**src/rtl/fz_in_pkg.sv**
```systemverilog
package fz_in_pkg;

  // Map between an active/inactive meaning and a pin level for a polarity bit.
  // pol = 1 means active high; the mapping is its own inverse.
  function automatic logic pol_map(input logic v, input logic pol);
    return v ~^ pol;
  endfunction

  // Index that follows cur when count registers are in use (wraps to zero).
  function automatic int unsigned next_index(input int unsigned cur,
                                             input int unsigned count);
    return ((cur + 1) >= count) ? 0 : cur + 1;
  endfunction

endpackage

```
**src/rtl/fz_in_hs.sv**
```systemverilog
module fz_in_hs (
  input  logic clk,
  input  logic rst_n,
  input  logic offline_i,
  input  logic strobe_act_i,
  input  logic last_act_i,
  output logic accept_o,
  output logic ready_q_o,
  output logic start_q_o
);
  logic strobe_q;

  // Accept on the clock the strobe becomes active, outside download mode.
  assign accept_o = strobe_act_i & ~strobe_q & ~offline_i;

  always_ff @(posedge clk) begin
    if (!rst_n) begin
      strobe_q  <= 1'b0;
      ready_q_o <= 1'b0;
      start_q_o <= 1'b0;
    end else begin
      strobe_q  <= strobe_act_i;
      ready_q_o <= accept_o;
      start_q_o <= accept_o & last_act_i;
    end
  end

  p_ready_one_clk_r2: assert property (@(posedge clk) disable iff (!rst_n)
    ready_q_o |=> !ready_q_o);

  p_held_once_r3: assert property (@(posedge clk) disable iff (!rst_n)
    accept_o |=> !accept_o);

  p_start_with_ready_r6: assert property (@(posedge clk) disable iff (!rst_n)
    start_q_o |-> ready_q_o);

endmodule

```
**src/rtl/fz_in_seq.sv**
```systemverilog
module fz_in_seq #(
  parameter int NUM_IN = 8,
  parameter int ID_W   = 3,
  parameter int CNT_W  = 4
) (
  input  logic             clk,
  input  logic             rst_n,
  input  logic             accept_i,
  input  logic             slave_i,
  input  logic             last_act_i,
  input  logic [ID_W-1:0]  sel_i,
  input  logic [CNT_W-1:0] cfg_count_i,
  output logic [ID_W-1:0]  dst_o,
  output logic [ID_W-1:0]  next_o
);
  import fz_in_pkg::*;

  logic [ID_W-1:0] next_q;
  logic [ID_W-1:0] follow;

  assign dst_o  = slave_i ? sel_i : next_q;
  assign follow = ID_W'(next_index(int'(dst_o), int'(cfg_count_i)));
  assign next_o = next_q;

  always_ff @(posedge clk) begin
    if (!rst_n)        next_q <= '0;
    else if (accept_i) next_q <= last_act_i ? '0 : follow;
  end

  p_next_bounded_r4: assert property (@(posedge clk) disable iff (!rst_n)
    (accept_i && !last_act_i && cfg_count_i != 0 && cfg_count_i <= CNT_W'(NUM_IN))
      |=> ({1'b0, next_o} < $past(cfg_count_i)));

endmodule

```
**src/rtl/fz_in_bank.sv**
```systemverilog
module fz_in_bank #(
  parameter int NUM_IN = 8,
  parameter int DATA_W = 8,
  parameter int ID_W   = 3
) (
  input  logic                     clk,
  input  logic                     rst_n,
  input  logic                     wr_i,
  input  logic [ID_W-1:0]          addr_i,
  input  logic [DATA_W-1:0]        data_i,
  output logic [NUM_IN*DATA_W-1:0] bank_o
);
  for (genvar g = 0; g < NUM_IN; g++) begin : g_reg
    logic [DATA_W-1:0] val_q;
    always_ff @(posedge clk) begin
      if (!rst_n)                              val_q <= '0;
      else if (wr_i && addr_i == ID_W'(g))     val_q <= data_i;
    end
    assign bank_o[g*DATA_W +: DATA_W] = val_q;
  end

endmodule

```
**src/rtl/fz_in_port.sv**
```systemverilog
module fz_in_port #(
  parameter int NUM_IN = 8,
  parameter int DATA_W = 8,
  localparam int ID_W  = (NUM_IN > 1) ? $clog2(NUM_IN) : 1,
  localparam int CNT_W = ID_W + 1
) (
  input  logic                     clk,
  input  logic                     rst_n,
  input  logic                     offline_i,
  input  logic                     slave_i,
  input  logic [CNT_W-1:0]         cfg_count_i,
  input  logic                     strobe_pol_i,
  input  logic                     ready_pol_i,
  input  logic                     last_pol_i,
  input  logic                     strobe_i,
  input  logic [ID_W-1:0]          sel_i,
  input  logic [DATA_W-1:0]        data_i,
  input  logic                     last_i,
  output logic                     ready_o,
  output logic                     start_o,
  output logic [ID_W-1:0]          next_id_o,
  output logic [NUM_IN*DATA_W-1:0] in_vars_o
);
  import fz_in_pkg::*;

  // Named internal events, visible to the assertions.
  logic            strobe_act;
  logic            last_act;
  logic            accept;
  logic            ready_q;
  logic            start_q;
  logic [ID_W-1:0] dst;

  assign strobe_act = pol_map(strobe_i, strobe_pol_i);
  assign last_act   = pol_map(last_i, last_pol_i);

  fz_in_hs u_hs (
    .clk          (clk),
    .rst_n        (rst_n),
    .offline_i    (offline_i),
    .strobe_act_i (strobe_act),
    .last_act_i   (last_act),
    .accept_o     (accept),
    .ready_q_o    (ready_q),
    .start_q_o    (start_q)
  );

  fz_in_seq #(.NUM_IN(NUM_IN), .ID_W(ID_W), .CNT_W(CNT_W)) u_seq (
    .clk         (clk),
    .rst_n       (rst_n),
    .accept_i    (accept),
    .slave_i     (slave_i),
    .last_act_i  (last_act),
    .sel_i       (sel_i),
    .cfg_count_i (cfg_count_i),
    .dst_o       (dst),
    .next_o      (next_id_o)
  );

  fz_in_bank #(.NUM_IN(NUM_IN), .DATA_W(DATA_W), .ID_W(ID_W)) u_bank (
    .clk    (clk),
    .rst_n  (rst_n),
    .wr_i   (accept),
    .addr_i (dst),
    .data_i (data_i),
    .bank_o (in_vars_o)
  );

  assign ready_o = pol_map(ready_q, ready_pol_i);
  assign start_o = start_q;

  p_bank_hold_r7: assert property (@(posedge clk) disable iff (!rst_n)
    !ready_q |-> $stable(in_vars_o));

  p_offline_block_r9: assert property (@(posedge clk) disable iff (!rst_n)
    offline_i |=> !ready_q);

  p_start_rewinds_r6: assert property (@(posedge clk) disable iff (!rst_n)
    start_q |-> (next_id_o == '0));

  p_next_hold_r9: assert property (@(posedge clk) disable iff (!rst_n)
    !ready_q |-> $stable(next_id_o));

endmodule

```
**config.mk**
```make
export PLATFORM = sky130hd
export DESIGN_NAME = fz_in_port
export DESIGN_NICKNAME = d
export VERILOG_FILES = /design/src/rtl/fz_in_pkg.sv /design/src/rtl/fz_in_hs.sv /design/src/rtl/fz_in_seq.sv /design/src/rtl/fz_in_bank.sv /design/src/rtl/fz_in_port.sv
export SDC_FILE = /design/constraint.sdc
export NUM_CORES = 1
export LEC_CHECK = 0
export CELL_PAD_IN_SITES_DETAIL_PLACEMENT = 1
export CELL_PAD_IN_SITES_GLOBAL_PLACEMENT = 1
export CORE_MARGIN = 2
export CORE_UTILIZATION = 37
export CTS_CLUSTER_DIAMETER = 30
export DETAILED_ROUTE_END_ITERATION = 7
export MAX_ROUTING_LAYER = met4
export PLACE_DENSITY_LB_ADDON = 0.2
export SLEW_MARGIN = 20
export SYNTH_ARGS = -nofsm -noshare
export SYNTH_HDL_FRONTEND = slang
export SYNTH_SLANG_ARGS = --single-unit
```
**constraint.sdc**
```tcl
create_clock -name clk -period 5.4 [get_ports clk]
set_clock_uncertainty 0.1 [all_clocks]
set_input_delay 1.62 -clock clk [delete_from_list [all_inputs] [get_ports clk]]
set_output_delay 1.62 -clock clk [all_outputs]
set_load 0.005 [all_outputs]
```
== After elaboration in Yosys (flattened, before gate mapping) ==
Cells that the tools add are included.

* $lt $le $gt $ge: 1
* Bitwise operators: 8
* Equal/unequal tests: 7
* Reduce and logical (&&, ||, !) cells: 9
* Mux-type cells: 3
* Add/subtract/negate cells: 1

{| class="wikitable"
|+ Operators with widths
! operator !! number
|-
| $eq 3x3->1 const B || 4
|-
| $mux 3 || 3
|-
| $logic_and 1x1->1 || 8
|-
| $eq 3x2->1 const B || 2
|-
| $add 3x1->4 const B || 1
|-
| $ge 4x4->1 || 1
|-
| $and 1x1->1 || 3
|-
| $eq 3x1->1 const B || 1
|-
| $logic_not 3->1 || 1
|-
| $xnor 1x1->1 || 3
|-
| $not 1->1 || 2
|}

* Register bits: 70

== Depth between registers and ports, before layout ==
* Depth after elaboration: 5
* Gate-level depth with buffers: 9

== Cells and area by module ==
A second synthesis with hierarchy kept.

* Cells, all modules: 266
* Area, all modules: 2740.1 µm²

{| class="wikitable"
|+ By module, submodules not included
! module !! times used !! cells each !! sequential area each (µm²) !! area an instance (µm²)
|-
| fz_in_bank || 1 || 223 || 1281.2 || 2348.5
|-
| fz_in_seq || 1 || 33 || 60.1 || 272.8
|-
| fz_in_hs || 1 || 7 || 60.1 || 92.6
|-
| fz_in_port || 1 || 3 || 0.0 || 26.3
|}

== Least setup slack after synthesis ==
Ideal clock, no wire load.

* Kind: input -> output
* Start: input ready_pol_i
* End: output ready_o
* Path buffers: 0
* Stages on the path: 1
* Slack: 1.901 ns
* Data required time: 3.680 ns
* Arrival time: 1.779 ns
* Path through: xnor2_1

* Cells in the longest elaborated chain, start to end: 1

{| class="wikitable"
|+ RTL lines
! item !! line !! RTL
|-
| start, declared || fz_in_port.sv:13 || <nowiki>input logic ready_pol_i,</nowiki>
|-
| $xnor 1x1->1 || fz_in_pkg.sv:6 || <nowiki>return v ~^ pol;</nowiki>
|-
| end, declared || fz_in_port.sv:19 || <nowiki>output logic ready_o,</nowiki>
|}

Every way passes these cells.

== Worst setup path after layout ==
Ends and elaborated chain as after synthesis.

==> PnR_summary.wiki <==
{| class="wikitable"
! Metric !! Value
|-
| Worst reg2reg path endpoint || u_seq.next_o[2]
|-
| Type of the tightest min-delay check || flip-flop to flip-flop
|-
| Number of global-route vias before repair || 2331
|-
| Critical Path Start Type || input port
|-
| Utilization after layout || 54.8%
|-
| Buffering stage count on the worst path with inverters included || 2
|-
| CP Data Arrival Time || 2.75 ns
|-
| Synth warn || 0
|-
| Path type of the worst setup path || input port to output pin
|-
| Number of antenna violations at the first check in global routing || 0
|-
| Highest attainable clock frequency || 0.224 GHz
|-
| Mean post-synth cell area || 10.7 sq um
|-
| Measured slew at the worst slew-check pin || 0.876 ns
|-
| Timing startpoint of the critical path || ready_pol_i
|-
| Antenna diode count || 0
|-
| Number of hold buffers added after cts || 0
|-
| Basic-gate share of the synthesized area counting and, or, nand and nor cells || 17.0%
|-
| Critical path peak fanout || 1
|-
| Number of buffers inserted during clock tree synthesis || 9
|-
| CTS sink cnt || 70
|-
| Residual DRC count || 0
|-
| Share of layout cells above drive strength 1 || 7.69%
|-
| Final hold violations || 0
|-
| CTS HTree Levels || 3
|-
| Total stage count of the critical path || 3
|-
| Total of buffers placed on input and output ports || 92
|-
| Leakage component of the power || 1.89 nW
|-
| Initial core utilization || 38.6%
|-
| Clock latency at the later pin of the worst-skew pair || 0.34 ns
|-
| Post-synth net total || 300
|-
| Kind of end point of the critical path || output pin
|-
| Cell area power density || 263 mW/mm^2
|-
| Worst voltage drop across the vdd grid || 0.000131 V
|-
| Xor/xnor share of the synthesized area || 1.58%
|-
| First-pass iteration count of the detailed router || 4
|-
| Vias per cell || 4.93
|-
| Post-Synth Adder-Cell Area || 3.96%
|-
| Unrepaired setup endpoints after global routing || false
|-
| Die Span X || 91.7 um
|-
| Compound-cell area share of the yosys netlist || 1.54%
|-
| Dominant delay contributor by cell family on the critical path || buffers and inverters
|-
| Overall routed net length || 7950 um
|-
| Maximum number of pins on one net before global-route repair || 47
|-
| Floorplan die area || 0.00841 sq mm
|-
| Multiplexer share of the synthesized area || 23.7%
|-
| Dominant combinational cell family by area after synthesis || multiplexers
|-
| Fill cells || 814
|-
| PostCTS Resize Cnt || 0
|-
| Final min period || 4.47 ns
|-
| Wire length of the first global-routing pass || 12600 um
|-
| Cells on worst reg2reg path || 9
|-
| Ports placed on the boundary || 93
|-
| Count of final max-slew check failures || 0
|-
| Number of standard-cell rows in the floorplan || 31
|-
| CTS tree || built
|-
| HP Start || u_bank.g_reg[3].val_q[7]
|-
| DP Wirelength || 5610 um
|-
| Die height || 91.7 um
|-
| Most common cell after layout, fill and taps aside || clkdlybuf4s50_1
|-
| Final net count || 393
|-
| Critical path required time || 3.68 ns
|-
| Total GRT Usage || 20.2%
|-
| Final setup violation count || 0
|-
| Share of synthesized area occupied by flip-flops and latches || 49.2%
|-
| Summed instance area of the synthesized netlist || 0.00285 sq mm
|-
| Total via count after detailed routing || 2282
|-
| Clock buffer depth || 2
|-
| Post-CTS setup-driven buffer insertion count || 0
|-
| Rel. slew slack || 41.6%
|-
| Final critical-path share of the clock period || 82.7%
|-
| Worst path max stage delay || 0.52 ns
|-
| Slack of the worst reg-to-reg path || 2.97 ns
|-
| Worst hold-check slack || 0.363 ns
|-
| Area growth from synthesis to layout || 41.8%
|-
| Distinct cells, synth || 27
|-
| Commonest non-fill, non-tap cells in the layout || clkdlybuf4s50_1 (91), nand2_1 (76), dfxtp_1 (70)
|-
| RePlAce Congestion || 0.880
|-
| Max stage delay cell, worst path || clkdlybuf4s50_1
|-
| Total Neg Setup Slack || 0 ns
|-
| Antenna-violating nets left || 0
|-
| Clock slew seen by the registers of the worst setup and hold paths || 0.07 ns
|-
| Seq cells post-synth || 70
|-
| Worst flop-to-flop path startpoint || u_seq.next_o[0]
|-
| Iteration-0 DRC count of the detailed router || 52
|-
| Termination of the worst setup path || ready_o
|-
| Core Box Area || 0.00737 sq mm
|-
| Reported max-cap violation count || 0
|-
| Cell count after synthesis || 267
|-
| Number of cells traversed by the worst hold path || 2
|-
| Most common cell type on the critical path || clkdlybuf4s50_1
|-
| Run status || finished clean
|-
| Gr ovfl total || 0
|-
| Wire length per cell || 17.2 um
|-
| Root Driver || clkbuf_8
|-
| Critical Path, Cell by Cell || clkdlybuf4s50_1 > xnor2_1 > clkdlybuf4s50_1
|-
| Total power consumption of the routed design || 0.00106 W
|}
==> cell usage after synthesis <==
cell type   n  share of area (%)
a21oi_1     2               0.35
and2_1      2               0.44
and3_1      1               0.22
buf_2       2               0.35
buf_4       1               0.26
buf_6       1               0.40
clkbuf_1    7               0.92
dfxtp_1    70                 49
ha_1        9                4.0
inv_1       6               0.79
inv_4       1               0.22
mux2_4      1               0.53
mux2i_1    66                 23
nand2_1    76                 10
nand3_4     1               0.62
nand4_1     3               0.66
nand4_2     3                1.3
nand4_4     4                3.0
nor2_1      1               0.13
nor2_2      1               0.22
nor2b_1     1               0.22
nor3_1      1               0.18
o211ai_1    1               0.26
o32ai_1     3               0.92
xnor2_1     1               0.31
xnor2_4     1               0.97
xor2_1      1               0.31
==> layout make-up <==
| type | count | area [sq um] | area share, % |
|---|---|---|---|
| clock buffer | 12 | 155 | 3.84 |
| clock inverter | 3 | 43.8 | 1.08 |
| inverter | 7 | 28.8 | 0.713 |
| multi-input combinational | 179 | 1360 | 33.7 |
| sequential | 70 | 1400 | 34.7 |
| tap | 99 | 124 | 3.07 |
| timing repair buffer | 93 | 923 | 22.9 |
==> where the power goes <==
| part | switching [W] | internal [W] |
|---|---|---|
| Combinational | 0.0000606 | 0.0000486 |
| Sequential | 0.00000449 | 0.000524 |
| Clock | 0.000187 | 0.000236 |
==> worst min-delay path: cells and delay by family (launching register included) <==
family / cells / cell delay [ns]
multiplexers: 1 / 0.05
flip-flops: 1 / 0.31
AND/OR/NAND/NOR: 1 / 0.05
==> metrics by stage <==
stage | std cells | cell area (sq um) | setup WS, ns
floorplan | 267 | 2850 | 1.90
global placement | 448 | 3840 | 0.961
detailed placement | 448 | 3840 | 0.912
CTS | 463 | 4040 | 0.916
global route | 463 | 4040 | 0.898
finish | 463 | 4040 | 0.933
==> how the worst min path moves through the flow <==
stage	endpoint	slack [ns]
after global placement	u_bank.g_reg[2].val_q[3]	0.34
after CTS	u_bank.g_reg[3].val_q[7]	0.37
after floorplan	u_bank.g_reg[3].val_q[0]	0.35
after global routing	u_bank.g_reg[4].val_q[6]	0.39
final	u_bank.g_reg[3].val_q[7]	0.36
after detailed placement	u_bank.g_reg[7].val_q[4]	0.36
==> registers in the layout (all words and copies together), names as in the netlist <==
register and cells:
u_bank.g.val_q 64, u_hs.ready_q_o 1, u_hs.start_q_o 1, u_hs.strobe_q 1, u_seq.next_o 3
==> layer usage <==
layer	up-vias	part of all wire [%]	global-route usage, %
li1	1093	-	-
met1	1117	43	23.3
met2	62	49	33.0
met3	10	6.2	6.41
met4	0	1.8	7.46
met5	-	0	-
==> cell families (layout without fill, tap and decap cells) <==
logic type,Yosys count,count (layout)
xor gates and xnor gates,3,3
AOI/OAI and AO/OA,6,6
buffers and inverters,18,115
adders and majority gates,9,9
muxes,67,67
and+or+nand+nor,94,94
DFF,70,70
Note: power is estimated with default switching activity, not from simulation.
